[config.mk]
export PLATFORM = sky130hd
export DESIGN_NAME = bb_hang_classifier
export DESIGN_NICKNAME = d
export VERILOG_FILES = /design/src/rtl/bbh_pkg.sv /design/src/rtl/bbh_word_monitor.sv /design/src/rtl/bbh_sig_match.sv /design/src/rtl/bb_hang_classifier.sv
export SDC_FILE = /design/constraint.sdc
export NUM_CORES = 1
export LEC_CHECK = 0
export BUFFER_PORTS_ARGS = -buffer_cell sky130_fd_sc_hd__buf_2
export CAP_MARGIN = 25
export CORE_AREA = 2 2 71 73
export DETAILED_ROUTE_END_ITERATION = 6
export DIE_AREA = 0 0 73 75
export PLACE_DENSITY_LB_ADDON = 0.2
export RECOVER_POWER = 25
export SYNTH_ARGS = -nofsm -noshare
export SYNTH_HDL_FRONTEND = slang
export SYNTH_SLANG_ARGS = --single-unit
[constraint.sdc]
create_clock -name clk -period 3.3 [get_ports clk]
set_input_delay 0.165 -clock clk [delete_from_list [all_inputs] [get_ports clk]]
set_output_delay 0.165 -clock clk [all_outputs]
set_load 0.1 [all_outputs]
[src/rtl/bbh_pkg.sv]
package bbh_pkg;

  localparam int unsigned OBS_W    = 32;
  localparam int unsigned NUM_SIGS = 4;
  localparam int unsigned CODE_W   = 3;

  typedef enum logic [CODE_W-1:0] {
    HC_NONE    = 3'd0,
    HC_RADAR   = 3'd1,
    HC_IFS     = 3'd2,
    HC_RXCLR   = 3'd3,
    HC_UNKNOWN = 3'd4
  } hang_code_e;

  typedef enum logic [1:0] {
    ST_IDLE,
    ST_WATCH,
    ST_DMA
  } ctl_state_e;

  // Ordered signature table: lower index has higher priority.
  function automatic logic [OBS_W-1:0] sig_mask(input int unsigned idx);
    case (idx)
      0, 1, 2: sig_mask = 32'h7E00_0B00;
      default: sig_mask = 32'h7E7F_FFEF;
    endcase
  endfunction

  function automatic logic [OBS_W-1:0] sig_value(input int unsigned idx);
    case (idx)
      0:       sig_value = 32'h1E00_0000;
      1:       sig_value = 32'h5200_0B00;
      2:       sig_value = 32'h1800_0B00;
      default: sig_value = 32'h0070_2400;
    endcase
  endfunction

  function automatic hang_code_e sig_code(input int unsigned idx);
    case (idx)
      0:       sig_code = HC_RADAR;
      1:       sig_code = HC_IFS;
      default: sig_code = HC_RXCLR;
    endcase
  endfunction

endpackage

[src/rtl/bbh_word_monitor.sv]
module bbh_word_monitor #(
  parameter int unsigned W     = 32,
  parameter int unsigned N_RS  = 50
) (
  input  logic         clk,
  input  logic         rst,
  input  logic         load_i,
  input  logic [W-1:0] word_i,
  output logic         active_o,
  output logic         changed_o,
  output logic         stable_o,
  output logic [W-1:0] held_o
);
  localparam int unsigned CW = $clog2(N_RS + 1);
  localparam logic [CW-1:0] LAST = CW'(N_RS - 1);

  logic [CW-1:0] run_cnt;
  logic          active_q;
  logic [W-1:0]  held_q;

  assign active_o  = active_q;
  assign held_o    = held_q;
  assign changed_o = active_q && (word_i != held_q);
  assign stable_o  = active_q && (word_i == held_q) && (run_cnt == LAST);

  always_ff @(posedge clk) begin
    if (rst) begin
      active_q <= 1'b0;
      run_cnt  <= '0;
      held_q   <= '0;
    end else if (load_i) begin
      active_q <= 1'b1;
      run_cnt  <= '0;
      held_q   <= word_i;
    end else if (active_q) begin
      if (changed_o || stable_o) begin
        active_q <= 1'b0;
      end else begin
        run_cnt <= run_cnt + 1'b1;
      end
    end
  end

  // the resample count never runs past the required window
  p_run_bound_r2: assert property (@(posedge clk) disable iff (rst)
    active_q |-> (run_cnt <= LAST));

  // the captured word does not move while watching
  p_held_steady_r2: assert property (@(posedge clk) disable iff (rst)
    (active_q && !load_i) |=> $stable(held_q));

endmodule

[src/rtl/bbh_sig_match.sv]
module bbh_sig_match
  import bbh_pkg::*;
#(
  parameter int unsigned W = OBS_W,
  parameter int unsigned N = NUM_SIGS
) (
  input  logic [W-1:0] word_i,
  output hang_code_e   code_o
);
  logic [N-1:0] hit;

  for (genvar g = 0; g < int'(N); g++) begin : g_sig
    assign hit[g] = ((word_i & W'(sig_mask(g))) == W'(sig_value(g)));
  end

  // Walk from the lowest priority up so the first table entry wins.
  always_comb begin
    code_o = HC_UNKNOWN;
    for (int i = int'(N) - 1; i >= 0; i--) begin
      if (hit[i]) code_o = sig_code(i);
    end
  end

  // any hit must yield a named code, never unknown
  always_comb begin
    if (|hit) p_hit_named_r6: assert (code_o != HC_UNKNOWN);
  end

endmodule

[src/rtl/bb_hang_classifier.sv]
module bb_hang_classifier
  import bbh_pkg::*;
#(
  parameter int unsigned NUM_RESAMPLES = 50,
  parameter int unsigned DMA_CODE_W    = 2
) (
  input  logic                  clk,
  input  logic                  rst,
  input  logic                  start_i,
  input  logic                  bb_chk_en_i,
  input  logic                  dma_chk_en_i,
  input  logic [OBS_W-1:0]      obs_word_i,
  output logic                  dma_req_o,
  input  logic                  dma_done_i,
  input  logic [DMA_CODE_W-1:0] dma_code_i,
  output logic [CODE_W-1:0]     hang_code_o,
  output logic [DMA_CODE_W-1:0] dma_code_o,
  output logic                  done_o
);
  ctl_state_e       state;
  logic             dma_allowed;
  logic             load;
  logic             mon_active;
  logic             mon_changed;
  logic             mon_stable;
  logic [OBS_W-1:0] held_word;
  hang_code_e       match_code;

  assign load = (state == ST_IDLE) && start_i && bb_chk_en_i;

  bbh_word_monitor #(
    .W    (OBS_W),
    .N_RS (NUM_RESAMPLES)
  ) u_monitor (
    .clk       (clk),
    .rst       (rst),
    .load_i    (load),
    .word_i    (obs_word_i),
    .active_o  (mon_active),
    .changed_o (mon_changed),
    .stable_o  (mon_stable),
    .held_o    (held_word)
  );

  bbh_sig_match #(
    .W (OBS_W),
    .N (NUM_SIGS)
  ) u_match (
    .word_i (held_word),
    .code_o (match_code)
  );

  always_ff @(posedge clk) begin
    if (rst) begin
      state       <= ST_IDLE;
      dma_allowed <= 1'b0;
      dma_req_o   <= 1'b0;
      done_o      <= 1'b0;
      hang_code_o <= HC_NONE;
      dma_code_o  <= '0;
    end else begin
      done_o    <= 1'b0;
      dma_req_o <= 1'b0;
      case (state)
        ST_IDLE: begin
          if (start_i) begin
            hang_code_o <= HC_NONE;
            dma_code_o  <= '0;
            dma_allowed <= dma_chk_en_i;
            if (bb_chk_en_i) begin
              state <= ST_WATCH;
            end else if (dma_chk_en_i) begin
              dma_req_o <= 1'b1;
              state     <= ST_DMA;
            end else begin
              done_o <= 1'b1;
            end
          end
        end
        ST_WATCH: begin
          if (mon_stable) begin
            hang_code_o <= match_code;
            done_o      <= 1'b1;
            state       <= ST_IDLE;
          end else if (mon_changed) begin
            if (dma_allowed) begin
              dma_req_o <= 1'b1;
              state     <= ST_DMA;
            end else begin
              done_o <= 1'b1;
              state  <= ST_IDLE;
            end
          end
        end
        ST_DMA: begin
          if (dma_done_i) begin
            dma_code_o <= dma_code_i;
            done_o     <= 1'b1;
            state      <= ST_IDLE;
          end
        end
        default: state <= ST_IDLE;
      endcase
    end
  end

  // done is a single-cycle strobe
  p_done_single_r10: assert property (@(posedge clk) disable iff (rst)
    done_o |=> !done_o);

  // the DMA launch is a single-cycle pulse
  p_dma_pulse_r8: assert property (@(posedge clk) disable iff (rst)
    dma_req_o |=> !dma_req_o);

  // a DMA launch never follows a found baseband hang
  p_dma_only_clean_r8: assert property (@(posedge clk) disable iff (rst)
    dma_req_o |-> (hang_code_o == HC_NONE));

  // accepting a start clears both result fields
  p_clear_on_start_r7: assert property (@(posedge clk) disable iff (rst)
    (state == ST_IDLE && start_i) |=> (hang_code_o == HC_NONE && dma_code_o == '0));

  // the reported code stays within the defined set
  p_code_legal_r6: assert property (@(posedge clk) disable iff (rst)
    hang_code_o <= HC_UNKNOWN);

  // a start during an unfinished watch does not disturb it
  p_busy_ignores_r11: assert property (@(posedge clk) disable iff (rst)
    (state == ST_WATCH && start_i && !mon_changed && !mon_stable) |=> mon_active);

endmodule

== Word level (Yosys, flattened, before mapping) ==
Index checks and enable logic that the tools add are counted.

* Bits in writable memories: 0
* Memories kept: 0
* Output and inout bits: 7
* ROM bits: 0
* Flip-flop bits (word level): 49
* Input port bits: 40
* Bits in latches: 0
* Word-level logic and storage cells: 76

* Eq/ne operators: 14
* Multiplexer cells: 36
* Add/sub/neg operators: 1
* Bitwise operators: 1
* Multiply operators: 0
* Divide/modulo/power cells: 0
* Reduce and logical (&&, ||, !) cells: 15
* Order comparisons: 0
* Shift operators: 0

{| class="wikitable"
|+ Operators with widths
! kind !! number
|-
| $eq 32x32->1 || 1
|-
| $ne 32x32->1 || 1
|-
| $eq 28x22->1 const B || 1
|-
| $eq 9x7->1 const B || 2
|-
| $mux 2 || 9
|-
| $mux 3 || 6
|-
| $mux 1 || 16
|-
| $eq 9x9->1 const B || 1
|-
| $add 6x1->6 const B || 1
|-
| $eq 6x6->1 const B || 1
|-
| $pmux 2 s3 || 1
|-
| $pmux 3 s2 || 1
|-
| $reduce_and 3->1 || 2
|-
| $logic_and 1x1->1 || 5
|-
| $ne 2x2->1 const B || 2
|-
| $pmux 2 s2 || 1
|-
| $reduce_and 2->1 || 2
|-
| $reduce_and 4->1 || 1
|-
| $reduce_bool 2->1 || 2
|-
| $ne 3x1->1 const B || 1
|-
| $ne 3x3->1 const B || 1
|-
| $pmux 1 s3 || 1
|-
| $eq 2x1->1 const B || 1
|-
| $eq 2x2->1 const B || 1
|-
| other kinds (6) || 6
|}

== Longest topological paths before layout ==
* Depth after elaboration: 7
* Depth in mapped cells: 8
* Gate-level depth less buffers: 8

== Hierarchy ==
A second synthesis with hierarchy kept.

* Cells, all modules: 270
* Area, all modules: 2487.4 µm²

{| class="wikitable"
|+ By module, submodules not included
! module !! times used !! cells an instance !! area each (µm²) !! seq. area each (µm²)
|-
| bbh_word_monitor || 1 || 194 || 1854.3 || 780.7
|-
| bb_hang_classifier || 1 || 51 || 480.5 || 200.2
|-
| bbh_sig_match || 1 || 25 || 152.6 || 0.0
|}

== Worst setup path before layout ==
No wires, ideal clock.

* Kind: register to register
* Start point: register u_monitor.held_q[27] (netlist: u_monitor.held_o[27])
* End point: register u_monitor.run_cnt[3]
* Cell stages (with the launch flop): 7
* Required time: 3.230 ns
* Slack: 1.539 ns
* Library setup time: 0.070 ns
* Data arrival time: 1.691 ns
* Period minus slack after synthesis: 1.761 ns
* Cells stage by stage: dfxtp_1 -> xnor2_1 -> nand4_1 -> nor4_4 -> nand3_4 -> or3_1 -> a21oi_1

* Word-level cells in the longest chain between the ends: 6
* Elaborated cells between the ends (all ways): 8
* Classes of those cells: eq/ne (2); bitwise (1); reduce/logical (5)

{| class="wikitable"
|+ Ends and longest elaborated chain
! element !! line !! RTL
|-
| start, declared || bbh_word_monitor.sv:19 || <nowiki>logic [W-1:0] held_q;</nowiki>
|-
| start signal, assigned || bbh_word_monitor.sv:34 || <nowiki>held_q <= word_i;</nowiki>
|-
| $eq 32x32->1 || bbh_word_monitor.sv:24 || <nowiki>assign stable_o = active_q && (word_i == held_q) && (run_cnt == LAST);</nowiki>
|-
| $logic_and 1x1->1 (2 in a row) || bbh_word_monitor.sv:24 ||
|-
| $logic_or 1x1->1 (*) || bbh_word_monitor.sv:36 || <nowiki>if (changed_o || stable_o) begin</nowiki>
|-
| $not 1->1 (no source line) (*) || n/a ||
|-
| $reduce_and 2->1 (no source line) (*) || n/a ||
|-
| end signal, assigned || bbh_word_monitor.sv:39 || <nowiki>run_cnt <= run_cnt + 1'b1;</nowiki>
|-
| end, declared || bbh_word_monitor.sv:17 || <nowiki>logic [CW-1:0] run_cnt;</nowiki>
|}

Every way passes the cells marked *; elsewhere a longest branch is shown, timed or not.
A chain may end at the register's enable or synchronous reset.

== Worst setup path in the final report ==
* Start point: register u_monitor.held_q[28] (netlist: u_monitor.held_o[28])
* End point: register state[1]

* Word-level cells in the longest chain between the ends: 5
* Elaborated cells between the ends (all ways): 9
* Classes of those cells: eq/ne (3); mux (2); reduce/logical (4)

{| class="wikitable"
|+ Ends and longest elaborated chain
! element !! line !! RTL
|-
| $eq 32x32->1 || bbh_word_monitor.sv:24 ||
|-
| $logic_and 1x1->1 (2 in a row) || bbh_word_monitor.sv:24 ||
|-
| $ne 3x1->1 (no source line) or $mux 2 (tied branches) || n/a ||
|-
| $reduce_and 4->1 (no source line) or $pmux 2 s3 (tied branches) || n/a ||
|-
| end signal, assigned || bb_hang_classifier.sv:55 || <nowiki>state <= ST_IDLE;</nowiki>
|-
| end signal, assigned || bb_hang_classifier.sv:71 || <nowiki>state <= ST_WATCH;</nowiki>
|-
| end signal, assigned || bb_hang_classifier.sv:74 || <nowiki>state <= ST_DMA;</nowiki>
|-
| end, declared || bb_hang_classifier.sv:20 || <nowiki>ctl_state_e state;</nowiki>
|}

Parallel ways exist; a longest one is shown, timed or not.

==> out/qor.csv <==
stage;metric;value;unit
route;route.detailed.drc;0;
route;ant_nets;0;
worst_hold_path;hold_depth;3;
timing;timing.clock.skew;0.00275;ns
floorplanning;ios;47;
global_route;grt.overflow.total;0;
timing;tns;0;ns
floorplanning;core_area;4660;um2
synth;synth-seq-cells;49;
floorplanning;die_area;5480;um2
global_route;busiest_layer;met2;
worst_setup_path;rrSetupSlack;0.89;ns
clocking;clock_sinks;49;
clocking;cts_made_buffers;5;
clocking;clock_path_buffers;2;
clocking;path_clk_slew;0.09;ns
synth;yosysWarnings;0;
synth;seq_area_frac_synth;40.1;%
clocking;cts_resized;0;
pwr;powerDensity;433;nW/um2
clocking;cts_hold_buf;0;
timing;finalMaxSlewViolations;0;
outcome;status;finished clean;
pwr;power.share.sequential;53.2;%
worst_setup_path;worstPathRequired;3.46;ns
layout;layout_commonest_cell;nand2_1;
timing;rsz0062_at_grt;no;
clocking;root_buffer;clkbuf_8;
worst_setup_path;cp.arrival;2.57;ns
timing;setup_viol;0;
place;port_buffers;46;
floorplanning;initial_core_util;52.5;%
worst_setup_path;reg2reg_depth;6;
synth;synth_mux_area_share;2.05;%
global_route;use_met2;33.1;%
pwr;power_switching;0.324;mW
pwr;ir_worst_vdd;0.249;mV
layout;drive_gt1_share;16.9;%
synth;syn-num-nets;338;
global_route;grt_pass1_vias;1913;
pwr;leakage;0.974;nW
layout;diodes;0;
timing;post-route-min-period;2.41;ns
pwr;pwr-share-comb;14.3;%
clocking;insertion_delay;0.30;ns
route;drt_iter0_markers;87;
clocking;cts_htree_levels;2;
clocking;postCtsSetupBuffers;0;
synth;syn_area;2440;um2
layout;final_cell_mix;nand2_1 (72), dfxtp_1 (49), a21oi_1 (39), buf_2 (39), xnor2_1 (33);
synth;synth-simple-area-share;30.4;%
worst_hold_path;hold_class;in2reg;
route;wl_per_cell;13.7;um
layout;nets;379;
floorplanning;die_w;73;um
synth;yosysUniqueCellTypes;38;
pwr;switching_share;26.9;%
worst_setup_path;path_max_fanout;5;
floorplanning;die_h;75;um
clocking;cts_tree;done;
worst_setup_path;start_kind;register;
synth;synth_top_family_by_area;simple AND/OR/NAND/NOR gates;
place;dp_hpwl;3820;um
place;routabilityCongestion;0.898;
pwr;intPower;0.879;mW
flow_run;maxCapViolCount;0;
route;vias;2120;
timing;slew_headroom;23.1;%
global_route;met1_usage;27.4;%
synth;synth_edf_count;0;
global_route;grt_max_degree;49;
synth;yosys.area_share.xor_xnor;12.2;%
timing;fin_crit_sh;73.2;%
pwr;clock_power_share;32.5;%
pwr;finalPower;1.20;mW
global_route;gr-usage-all-layers;20.3;%
route;via_per_inst;5.41;
layout;area_delta_synth_final;13.7;%
floorplanning;num_rows;25;
timing;hold_viol;0;
synth;synth_fa_ha_area_share;1.02;%
global_route;grtUsageMet3;2.95;%
global_route;grt_pass1_wl;8670;um
route;routed_wirelength;5360;um
route;first_pass_iters;4;
global_route;antenna_found_initial;0;
synth;synth_compound_area_share;11.6;%
synth;syn_inst;296;
timing;clock.fmax;414;MHz
worst_setup_path;criticalPathCategory;reg2reg;
synth;syn_avg_cell_area;8.26;um2
synth;synthFlopType;dfxtp_1;
timing;worst_slew_pin_slew;1.16;ns
synth;async_reset_ff_share;0;%
worst_setup_path;cp-end-kind;register;
-- final cells by class --
class	instances	area (um2)
clock buffer	7	96.3
clock inverter	1	5.00
fill	448	1880
inverter	2	7.51
multi-input combinational	231	1390
sequential	49	981
tap	54	67.6
timing repair buffer	48	236
-- final timing paths --
| check | from | to |
|---|---|---|
| hold / removal | obs_word_i[24] | u_monitor.held_o[24] |
| setup / recovery | u_monitor.held_o[28] | state[1] |
| hold reg to reg | u_monitor.held_o[23] | u_monitor.held_o[23] |
| setup reg to reg | u_monitor.held_o[28] | state[1] |
-- power groups by stage --
stage / logic, mW / registers (mW) / clock network [mW]
final: 0.172 / 0.640 / 0.391
after detailed placement: 0.175 / 0.654 / 0
after CTS: 0.175 / 0.640 / 0.399
after global routing: 0.191 / 0.644 / 0.424
after floorplan: 0.110 / 0.658 / 0
after global placement: 0.174 / 0.653 / 0
-- routing by layer --
layer | share of wire [%] | wire [um]
met1 | 47 | 2530
met2 | 48 | 2550
met3 | 3.4 | 183
met4 | 1.8 | 97
met5 | 0 | 0
-- logic make-up (layout without fill, tap and decap cells) --
| logic type | after synthesis | count (layout) |
|---|---|---|
| and+or+nand+nor | 138 | 138 |
| AOI/OAI and AO/OA | 52 | 52 |
| DFF | 49 | 49 |
| xor gates and xnor gates | 34 | 34 |
| buffers and inverters | 16 | 58 |
| muxes | 5 | 5 |
| adders and majority gates | 2 | 2 |
-- Yosys cell counts (3+ instances only) --
cell type	instances	area, um2
a21oi_1	39	195
a22oi_1	3	22.5
and2_1	4	25.0
buf_2	3	15.0
clkbuf_1	11	41.3
dfxtp_1	49	981
mux2i_1	5	50.1
nand2_1	72	270
nand2b_1	5	31.3
nand3b_1	5	37.5
nand4_1	15	93.8
nor2_1	9	33.8
nor3_1	3	15.0
o21ai_0	5	25.0
or3_1	5	31.3
xnor2_1	33	289
-- critical path: stages (launching register included) --
cell and delay (ns):
dfxtp_1 0.45, xnor2_1 0.15, nand4_1 0.13, nor4_1 0.84, nand2_1 0.27, a41oi_1 0.34, a21oi_1 0.10
-- stage by stage --
step	instances	instance area, um2	hold slack [ns]	setup WS, ns	util (%)
global placement	384	2700	0.422	1.21	58.0
CTS	392	2800	0.101	1.10	60.1
detailed placement	384	2700	0.431	1.11	58.0
finish	392	2780	0.108	0.885	59.6
global route	392	2780	0.111	0.661	59.6
floorplan	296	2440	0.301	1.54	-
-- registers in the layout (all words and copies together), names as in the netlist --
signal              flops
done_o                  1
hang_code_o             3
u_monitor.run_cnt       6
u_monitor.active_o      1
dma_req_o               1
state                   2
dma_code_o              2
u_monitor.held_o       32
dma_allowed             1
No activity file was read; power rests on OpenSTA's default activity.
